## src/rtl/cfg_port_pkg.sv

```systemverilog
package cfg_port_pkg;
  parameter int WORD_W = 22;
  parameter int CTL_W = 2;
  parameter int NUM_BANKS = 1 << CTL_W;
  parameter int R_W = 14;
  parameter int A_W = 6;
  parameter int B_W = 11;
  parameter int SEL_W = 2;
  parameter int OBS_SRC_W = 6;

  // field positions inside a latched word
  parameter int R_LSB = CTL_W;
  parameter int SEL_LSB = R_LSB + R_W;
  parameter int A_LSB = CTL_W;
  parameter int B_LSB = A_LSB + A_W;
  parameter int PRE_BIT = 20;

  // bank indices addressed by the control bits
  parameter int BANK_CH2_REF = 0;
  parameter int BANK_CH2_CNT = 1;
  parameter int BANK_CH1_REF = 2;
  parameter int BANK_CH1_CNT = 3;

  typedef struct packed {
    logic shiftEn;
    logic shiftBit;
    logic latchEn;
  } cfg_strobe_t;
endpackage

```

## src/rtl/cfg_port_ctrl.sv

```systemverilog
module cfg_port_ctrl
  import cfg_port_pkg::*;
#(
  parameter int SYNC_STAGES = 2
) (
  input  logic        clk,
  input  logic        rstN,
  input  logic        serClk,
  input  logic        serData,
  input  logic        serLatch,
  output cfg_strobe_t strobe
);
  localparam int TOP = SYNC_STAGES - 1;

  logic [TOP:0] clkSync, dataSync, latchSync;
  logic clkPrev, latchPrev;

  always_ff @(posedge clk or negedge rstN) begin
    if (!rstN) begin
      clkSync   <= '0;
      dataSync  <= '0;
      latchSync <= '0;
      clkPrev   <= 1'b0;
      latchPrev <= 1'b0;
    end else begin
      clkSync   <= {clkSync[TOP-1:0], serClk};
      dataSync  <= {dataSync[TOP-1:0], serData};
      latchSync <= {latchSync[TOP-1:0], serLatch};
      clkPrev   <= clkSync[TOP];
      latchPrev <= latchSync[TOP];
    end
  end

  always_comb begin
    strobe.shiftEn  = clkSync[TOP] & ~clkPrev;
    strobe.shiftBit = dataSync[TOP];
    strobe.latchEn  = latchSync[TOP] & ~latchPrev;
  end

  // a detected shift edge lasts one cycle
  p_shift_pulse_r1: assert property (@(posedge clk) disable iff (!rstN)
    strobe.shiftEn |=> !strobe.shiftEn);
  // a detected latch edge lasts one cycle
  p_latch_pulse_r3: assert property (@(posedge clk) disable iff (!rstN)
    strobe.latchEn |=> !strobe.latchEn);
endmodule

```

## src/rtl/cfg_port_dp.sv

```systemverilog
module cfg_port_dp
  import cfg_port_pkg::*;
(
  input  logic                 clk,
  input  logic                 rstN,
  input  cfg_strobe_t          strobe,
  input  logic [OBS_SRC_W-1:0] obsSrc,
  output logic [R_W-1:0]       ch1RefDiv,
  output logic [A_W-1:0]       ch1SwallowA,
  output logic [B_W-1:0]       ch1MainB,
  output logic                 ch1PreSel,
  output logic [R_W-1:0]       ch2RefDiv,
  output logic [A_W-1:0]       ch2SwallowA,
  output logic [B_W-1:0]       ch2MainB,
  output logic                 ch2PreSel,
  output logic                 obsOut
);
  localparam int OBS_SEL_W = 2 * SEL_W;

  logic [WORD_W-1:0] shiftReg;
  logic [WORD_W-1:0] bank [NUM_BANKS];
  logic [CTL_W-1:0]  dest;
  logic [OBS_SEL_W-1:0] obsSel;

  assign dest = shiftReg[CTL_W-1:0];

  always_ff @(posedge clk or negedge rstN) begin
    if (!rstN) shiftReg <= '0;
    else if (strobe.shiftEn) shiftReg <= {shiftReg[WORD_W-2:0], strobe.shiftBit};
  end

  for (genvar i = 0; i < NUM_BANKS; i++) begin : g_bank
    always_ff @(posedge clk or negedge rstN) begin
      if (!rstN) bank[i] <= '0;
      else if (strobe.latchEn && dest == CTL_W'(i)) bank[i] <= shiftReg;
    end

    // a bank changes only when a strobe addresses it
    p_bank_hold_r3: assert property (@(posedge clk) disable iff (!rstN)
      !(strobe.latchEn && dest == CTL_W'(i)) |=> $stable(bank[i]));
    // the addressed bank takes the assembled word
    p_bank_load_r4: assert property (@(posedge clk) disable iff (!rstN)
      (strobe.latchEn && dest == CTL_W'(i)) |=> bank[i] == $past(shiftReg));
  end

  assign ch1RefDiv   = bank[BANK_CH1_REF][R_LSB +: R_W];
  assign ch2RefDiv   = bank[BANK_CH2_REF][R_LSB +: R_W];
  assign ch1SwallowA = bank[BANK_CH1_CNT][A_LSB +: A_W];
  assign ch2SwallowA = bank[BANK_CH2_CNT][A_LSB +: A_W];
  assign ch1MainB    = bank[BANK_CH1_CNT][B_LSB +: B_W];
  assign ch2MainB    = bank[BANK_CH2_CNT][B_LSB +: B_W];
  assign ch1PreSel   = bank[BANK_CH1_CNT][PRE_BIT];
  assign ch2PreSel   = bank[BANK_CH2_CNT][PRE_BIT];
  assign obsSel = {bank[BANK_CH1_REF][SEL_LSB +: SEL_W],
                   bank[BANK_CH2_REF][SEL_LSB +: SEL_W]};

  always_comb begin
    case (obsSel)
      4'd1:    obsOut = obsSrc[0];
      4'd2:    obsOut = obsSrc[1];
      4'd3:    obsOut = obsSrc[2];
      4'd4:    obsOut = obsSrc[3];
      4'd5:    obsOut = obsSrc[4];
      4'd6:    obsOut = obsSrc[5];
      4'd7:    obsOut = obsSrc[2] & obsSrc[5];
      default: obsOut = 1'b0;
    endcase
  end

  // no shift strobe, no change to the shift register
  p_shift_hold_r1: assert property (@(posedge clk) disable iff (!rstN)
    !strobe.shiftEn |=> $stable(shiftReg));
  // a shift moves the word one place toward the MSB
  p_shift_order_r2: assert property (@(posedge clk) disable iff (!rstN)
    strobe.shiftEn |=> shiftReg[WORD_W-1:1] == $past(shiftReg[WORD_W-2:0]));
  // idle and unused codes keep the observation output low
  p_obs_idle_r8: assert property (@(posedge clk) disable iff (!rstN)
    (obsSel == '0 || obsSel[OBS_SEL_W-1]) |-> !obsOut);
endmodule

```

## src/rtl/serial_cfg_port.sv

```systemverilog
module serial_cfg_port
  import cfg_port_pkg::*;
#(
  parameter int SYNC_STAGES = 2
) (
  input  logic                 clk,
  input  logic                 rstN,
  input  logic                 serClk,
  input  logic                 serData,
  input  logic                 serLatch,
  input  logic [OBS_SRC_W-1:0] obsSrc,
  output logic [R_W-1:0]       ch1RefDiv,
  output logic [A_W-1:0]       ch1SwallowA,
  output logic [B_W-1:0]       ch1MainB,
  output logic                 ch1PreSel,
  output logic [R_W-1:0]       ch2RefDiv,
  output logic [A_W-1:0]       ch2SwallowA,
  output logic [B_W-1:0]       ch2MainB,
  output logic                 ch2PreSel,
  output logic                 obsOut
);
  cfg_strobe_t strobe;

  cfg_port_ctrl #(.SYNC_STAGES(SYNC_STAGES)) u_ctrl (
    .clk(clk), .rstN(rstN), .serClk(serClk), .serData(serData),
    .serLatch(serLatch), .strobe(strobe)
  );

  cfg_port_dp u_dp (
    .clk(clk), .rstN(rstN), .strobe(strobe), .obsSrc(obsSrc),
    .ch1RefDiv(ch1RefDiv), .ch1SwallowA(ch1SwallowA), .ch1MainB(ch1MainB),
    .ch1PreSel(ch1PreSel), .ch2RefDiv(ch2RefDiv), .ch2SwallowA(ch2SwallowA),
    .ch2MainB(ch2MainB), .ch2PreSel(ch2PreSel), .obsOut(obsOut)
  );
endmodule

```

## config.mk

```make
export PLATFORM = sky130hd
export DESIGN_NAME = serial_cfg_port
export DESIGN_NICKNAME = d
export VERILOG_FILES = /design/src/rtl/cfg_port_pkg.sv /design/src/rtl/cfg_port_ctrl.sv /design/src/rtl/cfg_port_dp.sv /design/src/rtl/serial_cfg_port.sv
export SDC_FILE = /design/constraint.sdc
export NUM_CORES = 1
export LEC_CHECK = 0
export CORE_MARGIN = 3
export CORE_UTILIZATION = 50
export CTS_BUF_LIST = sky130_fd_sc_hd__clkbuf_2
export CTS_CLUSTER_DIAMETER = 100
export DETAILED_ROUTE_END_ITERATION = 6
export PLACE_DENSITY = 0.77
export SYNTH_ARGS = -nofsm -noshare
export SYNTH_HDL_FRONTEND = slang
export SYNTH_HIERARCHICAL = 1
export SYNTH_SLANG_ARGS = --single-unit
```

## constraint.sdc

```tcl
create_clock -name clk -period 1.9 [get_ports clk]
set_input_delay 0.285 -clock clk [delete_from_list [all_inputs] [get_ports clk]]
set_output_delay 0.285 -clock clk [all_outputs]
set_load 0.005 [all_outputs]
```

==> metrics.md <==
| Metric | Value |
|---|---|
| Async set-or-reset flop fraction in the synthesized netlist | 1.00 |
| Logic pwr share | 0.308 |
| Drt pass-1 iters | 5 |
| Die ar. | 9300 sq um |
| Syn_nets | between 200 and 300 |
| Clock Sinks | 97 |
| Worst skew pair latency | 0.49 ns |
| Storage cell area | 2430 sq um |
| Slowest stage delay, CP | 0.47 ns |
| Peak fanout along the critical path | 4 |
| Largest net degree at the start of global routing | 46 |
| Vias | 2033 |
| Post-Synthesis Cells | 274 |
| LEAKAGE | ~2.2 nW |
| Mean Syn Cell Area | 14.9 sq um |
| Internal cell power | 4.12 mW |
| Worst Hold Class | input port to flip-flop |
| Layout Skew | 0.0241 ns |
| Max Cap Violations | 0 |
| CTS tree | built |
| Ant. Diodes | 0 |
| Worst slack, placed | -0.308 ns |
| Run status | finished, violations left |
| Wire per inst | 16.6 um |
| Die height | 96.4 um |
| Synth Register Bits | just under 100 |
| Sw frac | 0.274 |
| Multi-input gate area | 1150 sq um |
| First-pass GRT wire length | between 10000 and 15000 um |
| Clk slew on worst S/H paths | 0.23 ns |
| Via density per instance | 5.01 |
| Vias in the first global route | 2158 |
| Bufs and invs on worst path | 1 |
| Rows | 32 |
| Fin util | 0.590 |
| Hold Vio Cnt, Final | 0 |
| Core Area | 7850 sq um |
| Post-synthesis sequential area ratio | 0.594 |
| Clock buffer depth | 2 |
| Synth Cell Area | approximately 4000 sq um |
| Fill count | 647 |
| Tmin final | 2.02 ns |
| Port bufs | 75 |
| Peak Freq | 496 MHz |
| Slew @ Worst Pin | 0.523 ns |
| Layout Cells excl Fill | around 410 |
| Final Cycle Share | 1.06 |
| Number of H-tree levels | 3 |
| Primary FF master, synth | dfrtp_1 |
| RSZ-0062 raised after global routing | yes |
| Top Ports | 76 |
| Grt peak-use layer | met2 |
| Nets@finish | 311 |
| Worst Path Required | 1.62 ns |
| Post-synth cell types | 22 |
| DRC viols | 0 |
| Worst setup SP type | flip-flop |
| CTS buffer count | 9 |
| Total gr overflow | 0 |
| M3 GR Usage | 0.0310 |
| Peak VDD IR | 0.000646 V |
| GR Util met1 | 0.210 |
| GRT Overall Usage | 0.159 |
| Failing checks | setup timing |
| Critical path class | flip-flop to primary output |
| Cell Chain, Critical Path | a21oi_1 > or3_1 > a211oi_2 > buf_2 |
| Initial antenna violation count | 0 |
| Slew Limit Fails | 0 |
| CP max-delay cell | dfrtp_1 |
| Starting DRT DRC Count | 68 |
| Final wirelength | approximately 6800 um |
| PwrDens | 1230 nW/um^2 |
| Layout cells sized above 1 | 0.375 |
| Die width | 96.4 um |
| Post-synth EDFFs | 0 |
| Delay-heaviest family, CP | flip-flops |
| Placed Instances | 389 |
| Critical Path End Type | primary output |
| Clock share of power | 0.137 |
| Net Switching | 1.56 mW |
| Area growth syn-to-layout | 13.3% |
| CP arrival | 1.73 ns |
| Slew headroom | 0.649 |
| Sequential power share | 0.555 |
| ANT nets after route | 0 |
| Met2 Usage GRT | 0.258 |
| Final worst slack | -0.117 ns |
| Power after layout | approximately 5.7 mW |
| Final setup violation count | 1 |
| Clk root buf | clkbuf_2 |
| Final GP Congestion | 0.708 |
| Ys Warns | 6 |
| Detailed placement HPWL | 4590 um |
| Starting Density | 0.521 |
==> flip-flops by register name, indices dropped and copies added, names as in the netlist <==
register / cells
u_dp/ch1RefDiv: 14
u_dp/ch2RefDiv: 14
u_ctrl/clkPrev: 1
u_ctrl/latchPrev: 1
u_dp/ch1SwallowA: 6
u_dp/ch1MainB: 11
u_dp/bank: 4
u_dp/ch2MainB: 11
u_ctrl/latchSync: 2
u_ctrl/dataSync: 2
u_dp/ch2SwallowA: 6
u_dp/shiftReg: 21
u_ctrl/clkSync: 2
u_dp/ch2PreSel: 1
u_dp/ch1PreSel: 1
==> metrics by stage <==
step                      hold WS [ns]  instance area [sq um]  setup TNS, ns
after floorplan                -0.0106                   4090              0
after global placement           0.222                   4530         -0.255
after detailed placement         0.223                   4530         -0.308
after CTS                        0.150                   4620         -0.124
after global routing             0.113                   4630         -0.238
final                            0.203                   4630         -0.117
==> logic make-up after synthesis <==
logic type             Yosys count  share of synthesized area
AOI/OAI and AO/OA                5                    0.00765
buffers and inverters           72                      0.127
DFF                             97                      0.594
muxes                           88                      0.242
and+or+nand+nor                 12                     0.0288
==> timing repair <==
item	in CTS	in global routing
endpoints found under the setup margin	1	1
gates resized for setup	8	1
hold endpoints to repair	35	0
buffers inserted	1	0
hold buffers	1	0
pin swaps	3	0
==> Yosys cell counts, types with 2 or more instances <==
| cell type | instances | area share |
|---|---|---|
| nand2_1 | 2 | 0.0018 |
| dfrtp_1 | 97 | 0.59 |
| buf_4 | 63 | 0.12 |
| mux2_2 | 80 | 0.22 |
| nor2b_4 | 2 | 0.0067 |
| or3_1 | 2 | 0.0031 |
| buf_2 | 4 | 0.0049 |
| o21ai_0 | 2 | 0.0024 |
| clkbuf_1 | 2 | 0.0018 |
| mux2_1 | 8 | 0.022 |
==> power by group through the flow <==
stage / Combinational (mW) / Sequential (mW) / Clock, mW
2_1_floorplan: 1.36 / 3.01 / 0
3_3_place_gp: 1.73 / 3.18 / 0
3_5_place_dp: 1.78 / 3.21 / 0
4_1_cts: 1.79 / 3.16 / 0.816
5_1_grt: 1.92 / 3.26 / 0.907
6_report: 1.75 / 3.15 / 0.778
==> cells in the final DEF, fill, tap and decap left out <==
| master | n |
|---|---|
| clkinvlp_4 | 1 |
| clkdlybuf4s50_1 | 73 |
| nand3b_2 | 1 |
| buf_2 | 1 |
| nor3b_4 | 1 |
| nor2_1 | 1 |
| mux2_1 | 8 |
| or3_1 | 2 |
| o311ai_2 | 1 |
| mux2_2 | 80 |
| o21ai_1 | 1 |
| a21oi_1 | 1 |
| clkinv_2 | 2 |
| buf_6 | 1 |
| nor2b_4 | 2 |
| a211oi_2 | 1 |
| dlygate4sd3_1 | 1 |
| buf_4 | 9 |
| dfrtp_1 | 97 |
| buf_12 | 1 |
| clkinv_1 | 1 |
| nand2_1 | 2 |
| nand2b_1 | 1 |
| inv_1 | 1 |
| clkbuf_2 | 11 |
| nand3b_4 | 1 |
| nand3_2 | 1 |
| o21ai_0 | 1 |
==> layout make-up <==
type,instances,area share
clock buffers,11,0.0119
repair buffers,86,0.182
clock inverters,4,0.00459
multi-input cells,105,0.249
well taps,102,0.0276
flip-flops and latches,97,0.524
inverters,1,0.000810
==> final timing paths <==
kind	from	end	slack (ns)	depth (start not counted)
min in group asynchronous	rstN	u_dp/ch2RefDiv[9]$_DFFE_PN0P_	0.21	2
worst min-delay path	serLatch	u_ctrl/latchSync[0]$_DFF_PN0_	0.20	1
worst max register to register	u_dp/shiftReg[0]$_DFFE_PN0P_	u_dp/ch1RefDiv[11]$_DFFE_PN0P_	0.27	2
worst min register to register	u_ctrl/dataSync[0]$_DFF_PN0_	u_ctrl/dataSync[1]$_DFF_PN0_	0.38	0
worst max-delay path	u_dp/bank[83]$_DFFE_PN0P_	obsOut	-0.12	4
max in group asynchronous	rstN	u_dp/ch2MainB[9]$_DFFE_PN0P_	1.02	3
==> per-layer routing <==
layer	part of all wire	vias to the layer above
li1	-	924
met1	0.44	1054
met2	0.51	44
met3	0.030	11
met4	0.021	0
met5	0	-
No activity file was read; power rests on OpenSTA's default activity.
